### config.mk
export PLATFORM = sky130hd
export DESIGN_NAME = stack_row_sel
export DESIGN_NICKNAME = d
export VERILOG_FILES = /design/src/rtl/srs_pkg.sv /design/src/rtl/srs_edge_det.sv /design/src/rtl/srs_up_counter.sv /design/src/rtl/stack_row_sel.sv
export SDC_FILE = /design/constraint.sdc
export NUM_CORES = 1
export LEC_CHECK = 0
export ABC_AREA = 1
export BUFFER_PORTS_ARGS = -buffer_cell sky130_fd_sc_hd__buf_2
export CAP_MARGIN = 20
export CORE_AREA = 3 3 40 42
export DETAILED_ROUTE_END_ITERATION = 10
export DIE_AREA = 0 0 43 45
export PLACE_DENSITY = 0.59
export SYNTH_ARGS = -nofsm -noshare
export SYNTH_HDL_FRONTEND = slang
export SYNTH_SLANG_ARGS = --single-unit
### constraint.sdc
create_clock -name clk_i -period 3.5 [get_ports clk_i]
set_clock_uncertainty 0.05 [all_clocks]
set_input_delay 0.175 -clock clk_i [delete_from_list [all_inputs] [get_ports clk_i]]
set_output_delay 0.175 -clock clk_i [all_outputs]
set_load 0.03 [all_outputs]
### src/rtl/srs_pkg.sv
package srs_pkg;

    // Index of each level input inside the edge detector vector
    localparam int unsigned IDX_RFSH_SEL = 0;
    localparam int unsigned IDX_RFSH_OFF = 1;  // inverted refresh-end strobe
    localparam int unsigned IDX_PTR_SEL  = 2;
    localparam int unsigned IDX_CALL     = 3;
    localparam int unsigned IDX_RET      = 4;
    localparam int unsigned NUM_EDGES    = 5;

    // Reset value of the registered copies: the inverted strobe idles high
    localparam logic [NUM_EDGES-1:0] EDGE_RST = NUM_EDGES'(1) << IDX_RFSH_OFF;

endpackage

### src/rtl/srs_edge_det.sv
module srs_edge_det #(
    parameter int unsigned          N       = 1,
    parameter logic [N-1:0]         RST_VAL = '0
) (
    input  logic         clk_i,
    input  logic         rst_ni,
    input  logic [N-1:0] lvl_i,
    output logic [N-1:0] rise_o
);

    typedef struct packed {
        logic [N-1:0] prev;
    } edge_state_t;

    edge_state_t st_d, st_q;

    always_comb begin
        st_d      = st_q;
        st_d.prev = lvl_i;
    end

    always_ff @(posedge clk_i) begin
        if (!rst_ni) begin
            st_q.prev <= RST_VAL;
        end else begin
            st_q <= st_d;
        end
    end

    for (genvar g = 0; g < N; g++) begin : g_bit
        assign rise_o[g] = lvl_i[g] & ~st_q.prev[g];

        // a level held high reports its edge for one cycle only
        p_rise_once_r11: assert property (@(posedge clk_i) disable iff (!rst_ni)
            rise_o[g] |=> !rise_o[g]);
    end

endmodule

### src/rtl/srs_up_counter.sv
module srs_up_counter #(
    parameter int unsigned W = 2
) (
    input  logic         clk_i,
    input  logic         rst_ni,
    input  logic [W-1:0] step_i,
    output logic [W-1:0] cnt_o
);

    typedef struct packed {
        logic [W-1:0] cnt;
    } cnt_state_t;

    cnt_state_t st_d, st_q;

    always_comb begin
        st_d     = st_q;
        st_d.cnt = st_q.cnt + step_i;
    end

    always_ff @(posedge clk_i) begin
        if (!rst_ni) begin
            st_q.cnt <= '0;
        end else begin
            st_q <= st_d;
        end
    end

    assign cnt_o = st_q.cnt;

    // a zero step leaves the count untouched
    p_cnt_hold_r7: assert property (@(posedge clk_i) disable iff (!rst_ni)
        (step_i == '0) |=> $stable(cnt_o));

endmodule

### src/rtl/stack_row_sel.sv
module stack_row_sel #(
    parameter int unsigned ROW_W = 2
) (
    input  logic             clk_i,
    input  logic             rst_ni,
    input  logic             sub_rfsh_sel_i,
    input  logic             sub_rfsh_end_i,
    input  logic             sub_ptr_sel_i,
    input  logic             call_i,
    input  logic             ret_i,
    output logic [ROW_W-1:0] row_o,
    output logic             refresh_o
);

    import srs_pkg::*;

    localparam int unsigned      ROWS      = 1 << ROW_W;
    localparam logic [ROW_W-1:0] STEP_ONE  = ROW_W'(1);
    localparam logic [ROW_W-1:0] STEP_BACK = ROW_W'(ROWS - 1);

    typedef struct packed {
        logic [ROW_W-1:0] row;
        logic             refresh;
    } row_state_t;

    row_state_t st_d, st_q;

    logic [NUM_EDGES-1:0] lvl;
    logic [NUM_EDGES-1:0] rise;
    logic [ROW_W-1:0]     rfsh_cnt;
    logic [ROW_W-1:0]     ptr_cnt;
    logic [ROW_W-1:0]     rfsh_step;
    logic [ROW_W-1:0]     ptr_step;
    logic                 rfsh_rise;
    logic                 rfsh_done;
    logic                 ptr_rise;
    logic                 call_rise;
    logic                 ret_rise;

    // Level vector; the refresh-end strobe enters inverted so that its
    // falling edge shows up as a rising edge of this bit
    always_comb begin
        lvl               = '0;
        lvl[IDX_RFSH_SEL] = sub_rfsh_sel_i;
        lvl[IDX_RFSH_OFF] = ~sub_rfsh_end_i;
        lvl[IDX_PTR_SEL]  = sub_ptr_sel_i;
        lvl[IDX_CALL]     = call_i;
        lvl[IDX_RET]      = ret_i;
    end

    srs_edge_det #(
        .N       (NUM_EDGES),
        .RST_VAL (EDGE_RST)
    ) i_edges (
        .clk_i  (clk_i),
        .rst_ni (rst_ni),
        .lvl_i  (lvl),
        .rise_o (rise)
    );

    assign rfsh_rise = rise[IDX_RFSH_SEL];
    assign rfsh_done = rise[IDX_RFSH_OFF];
    assign ptr_rise  = rise[IDX_PTR_SEL];
    assign call_rise = rise[IDX_CALL];
    assign ret_rise  = rise[IDX_RET];

    // Both counters only ever add; a return adds rows-1
    always_comb begin
        rfsh_step = rfsh_done ? STEP_ONE : '0;
        ptr_step  = (call_rise ? STEP_ONE : '0) + (ret_rise ? STEP_BACK : '0);
    end

    srs_up_counter #(.W(ROW_W)) i_rfsh_cnt (
        .clk_i  (clk_i),
        .rst_ni (rst_ni),
        .step_i (rfsh_step),
        .cnt_o  (rfsh_cnt)
    );

    srs_up_counter #(.W(ROW_W)) i_ptr_cnt (
        .clk_i  (clk_i),
        .rst_ni (rst_ni),
        .step_i (ptr_step),
        .cnt_o  (ptr_cnt)
    );

    // Registered row mux: pointer select wins, otherwise hold
    always_comb begin
        st_d         = st_q;
        st_d.refresh = sub_rfsh_sel_i | sub_rfsh_end_i;
        if (ptr_rise) begin
            st_d.row = ptr_cnt;
        end else if (rfsh_rise) begin
            st_d.row = rfsh_cnt;
        end
    end

    always_ff @(posedge clk_i) begin
        if (!rst_ni) begin
            st_q.row     <= '0;
            st_q.refresh <= 1'b0;
        end else begin
            st_q <= st_d;
        end
    end

    assign row_o     = st_q.row;
    assign refresh_o = st_q.refresh;

    p_load_rfsh_r2: assert property (@(posedge clk_i) disable iff (!rst_ni)
        (rfsh_rise && !ptr_rise) |=> (row_o == $past(rfsh_cnt)));

    p_load_ptr_r3: assert property (@(posedge clk_i) disable iff (!rst_ni)
        ptr_rise |=> (row_o == $past(ptr_cnt)));

    p_hold_r4: assert property (@(posedge clk_i) disable iff (!rst_ni)
        (!rfsh_rise && !ptr_rise) |=> $stable(row_o));

    p_flag_on_r6: assert property (@(posedge clk_i) disable iff (!rst_ni)
        (sub_rfsh_sel_i || sub_rfsh_end_i) |=> refresh_o);

    p_flag_off_r6: assert property (@(posedge clk_i) disable iff (!rst_ni)
        (!sub_rfsh_sel_i && !sub_rfsh_end_i) |=> !refresh_o);

    p_rfsh_adv_r7: assert property (@(posedge clk_i) disable iff (!rst_ni)
        rfsh_done |=> (rfsh_cnt == ROW_W'($past(rfsh_cnt) + 1)));

    p_call_r8: assert property (@(posedge clk_i) disable iff (!rst_ni)
        (call_rise && !ret_rise) |=> (ptr_cnt == ROW_W'($past(ptr_cnt) + 1)));

    p_ret_r9: assert property (@(posedge clk_i) disable iff (!rst_ni)
        (ret_rise && !call_rise) |=> (ptr_cnt == ROW_W'($past(ptr_cnt) - 1)));

    p_both_r10: assert property (@(posedge clk_i) disable iff (!rst_ni)
        (ret_rise && call_rise) |=> $stable(ptr_cnt));

endmodule

==> metrics.csv <==
stage,metric,value,unit
outcome,status,"finished, final reports clean",
clocking,clk buf depth,2,
floorplanning,die width,43,um
critical_path,Worst path depth,7,
sta,final hold vios,0,
clocking,H-tree depth,1,
detailed_routing,Avg WL per Cell,8.68,um
layout,# diodes,0,
placement,gpl congestion,0.639,
critical_path,R2R Setup Slk,2.14,ns
layout,area delta synth->final,20.3,%
floorplanning,Ports,10,
detailed_routing,initial DRC count,2,
sta,actual slew at the worst max-slew pin,0.172,ns
sta,Achievable Freq,734,MHz
grt,GRT Resource Usage Total,9.45,%
critical_path,CP Capture Type,register,
clocking,clock-pin slew on the worst setup and hold paths,0.08,ns
clocking,total CTS buffers,3,
layout,combined area of the multi-input logic cells,171,um2
yosys,Yosys Warn Count,0,
critical_path,Critical Path Fanout Max,3,
critical_path,CP Launch Type,register,
critical_path,"Buf+Inv Stages, Crit Path",1,
power_and_ir_drop,leak pwr,0.318,nW
grt,GRT overflow,0,
layout,Sequential cell area,240,um2
yosys,syn avg cell area,7.82,um2
grt,first-pass GRT wire length,1310,um
critical_path,CP Cell Sequence,inv_1 > nand2_1 > fa_1 > xor2_1 > nand2_1 > nand2_1 > nor2_1,
hold_path,Hold Path Class,in2reg,
clocking,CTS hold repair buffers,0,
floorplanning,row count,13,
sta,crit path time final,1.36,ns
detailed_routing,WL final,755,um
grt,largest net degree at the start of global routing,10,
critical_path,critical path arrival,1.48,ns
detailed_routing,drt pass-1 iters,4,
clocking,Clock Sink Count,12,
floorplanning,die height,45,um
yosys,gate count after technology mapping,60,
floorplanning,core footprint,1280,um2
clocking,CTS-repair resized insts,0,
critical_path,FF-to-FF path depth,7,
critical_path,CP Capture Point,i_ptr_cnt.cnt_o[1],
detailed_routing,Vias/cell,4.05,
clocking,Clock Latency Late Sink,0.27,ns
detailed_routing,Final ANT Viol Nets,0,
power_and_ir_drop,maximum vdd drop,0.000225,V
grt,vias in the first global route,326,
layout,fill count,137,
yosys,Synth area leaders,"dfxtp_1 51%, nand2_1 12%, inv_1 11%, nand3_1 7.5%, fa_1 4.3%",
sta,TNS Setup,0,ns
critical_path,CP top delay family,adder cells,
layout,Final #Nets,82,
critical_path,CP Data Required Time,3.62,ns
clocking,# Post-CTS Setup Buffers,0,
yosys,syn nets,69,
layout,Util after Layout,43.9,%
yosys,count of cell types in the netlist,12,
power_and_ir_drop,Cell Pwr Density,538,nW/um2
yosys,Seq cells post-synth,12,
sta,worst hold slack,0.0484,ns
detailed_routing,Via Count,352,
grt,initial antenna violation count,0,
yosys,sequential share of the synthesized area,51.2,%
sta,Final period util,38.9,%
sta,Max-slew headroom,88.5,%
sta,Max Slew Vio Count,0,
critical_path,Crit Path Class,reg2reg,
clocking,CTS tree,built,
clocking,Clock Tree Root,clkbuf_4,
floorplanning,Initial Util,36.5,%
floorplanning,die area,1940,um2
critical_path,"slowest stage cell, crit path",fa_1,
layout,fraction of layout cells with a size suffix above 1,19.4,%
critical_path,Worst path most repeated cell,nand2_1,
critical_path,FF-to-FF Start,i_edges.st_q[4],
critical_path,Worst Setup SP,i_edges.st_q[4],
yosys,share of Yosys cell area claimed by the top area cell type,51.2,%
sta,RSZ-0062 raised after global routing,false,
placement,I/O Buffers,9,
critical_path,CP max stage delay,0.41,ns
yosys,Synth Cell Area,469,um2
yosys,cell taking the most area after synthesis,dfxtp_1,
detailed_routing,DRC violations left,0,
sta,endpoints failing setup,0,
placement,detailed placer's ending HPWL,561,um
critical_path,RR Endpoint,i_ptr_cnt.cnt_o[1],
job,Max Cap Viol,0,
## stage by stage
stage	instances	setup WS, ns	total power, W	cell area [um2]
3_5_place_dp	83	2.14	0.000196	528
2_1_floorplan	60	2.22	0.000185	469
6_report	87	2.14	0.000303	564
5_1_grt	87	2.08	0.000321	564
4_1_cts	87	2.12	0.000310	564
3_3_place_gp	83	2.19	0.000195	528
## layout make-up
class / count / share of cell area [%]
Timing Repair Buffer: 9 / 7.98
Clock buffer: 4 / 6.43
Tap cell: 15 / 3.33
Multi-Input combinational cell: 33 / 30.4
Sequential cell: 12 / 42.6
Inverter: 14 / 9.31
## metal layers
layer | part of all wire (%) | GRT usage (%) | vias to the layer above
li1 | - | - | 200
met1 | 50 | 11.7 | 146
met2 | 44 | 13.2 | 4
met3 | 3.7 | 2.39 | 2
met4 | 1.7 | 9.04 | 0
met5 | 0 | 0 | -
## cells in the mapped netlist
master    n
ha_1      1
dfxtp_1  12
a21oi_1   1
buf_2     1
nand2_2   1
xor2_1    1
inv_1    14
nand2_1  15
xnor2_1   1
nor2_1    5
nand3_1   7
fa_1      1
## placed cells by master, fill, tap and decap left out
master	instances
nand2_1	15
inv_1	14
dfxtp_1	12
buf_2	9
nand3_1	7
nor2_1	5
clkbuf_4	3
nand2_2	1
a21oi_1	1
xnor2_1	1
xor2_1	1
fa_1	1
ha_1	1
clkbuf_8	1
## kinds of logic (layout without fill, tap and decap cells)
| family | after synthesis | count (layout) | share of synthesized area (%) |
|---|---|---|---|
| buffers and inverters | 15 | 27 | 12.3 |
| AO/OA/AOI/OAI | 1 | 1 | 1.07 |
| adder cells (fa/ha/maj) | 2 | 2 | 6.93 |
| XOR/XNOR | 2 | 2 | 3.73 |
| AND/OR/NAND/NOR | 28 | 28 | 24.8 |
| flip-flops | 12 | 12 | 51.2 |
## power breakdown
group          switching, W  internal [W]
Combinational     0.0000260     0.0000156
Clock             0.0000475     0.0000632
Sequential       0.00000383      0.000147
## worst min path at each step
stage,startpoint,cells after the start,slack [ns],endpoint
3_5_place_dp,ret_i,3,0.33,i_edges.st_q[4]
2_1_floorplan,sub_rfsh_end_i,1,0.21,i_edges.st_q[1]
4_1_cts,sub_rfsh_end_i,2,0.04,i_edges.st_q[1]
3_3_place_gp,call_i,3,0.33,i_edges.st_q[3]
6_report,sub_rfsh_end_i,2,0.05,i_edges.st_q[1]
5_1_grt,sub_rfsh_end_i,2,0.05,i_edges.st_q[1]
## registers in the layout, summed over array words and instances, names as in the netlist
signal / count
i_rfsh_cnt.cnt_o: 2
i_ptr_cnt.cnt_o: 2
row_o: 2
i_edges.st_q: 5
refresh_o: 1
Power figures use the tool's default switching activity.
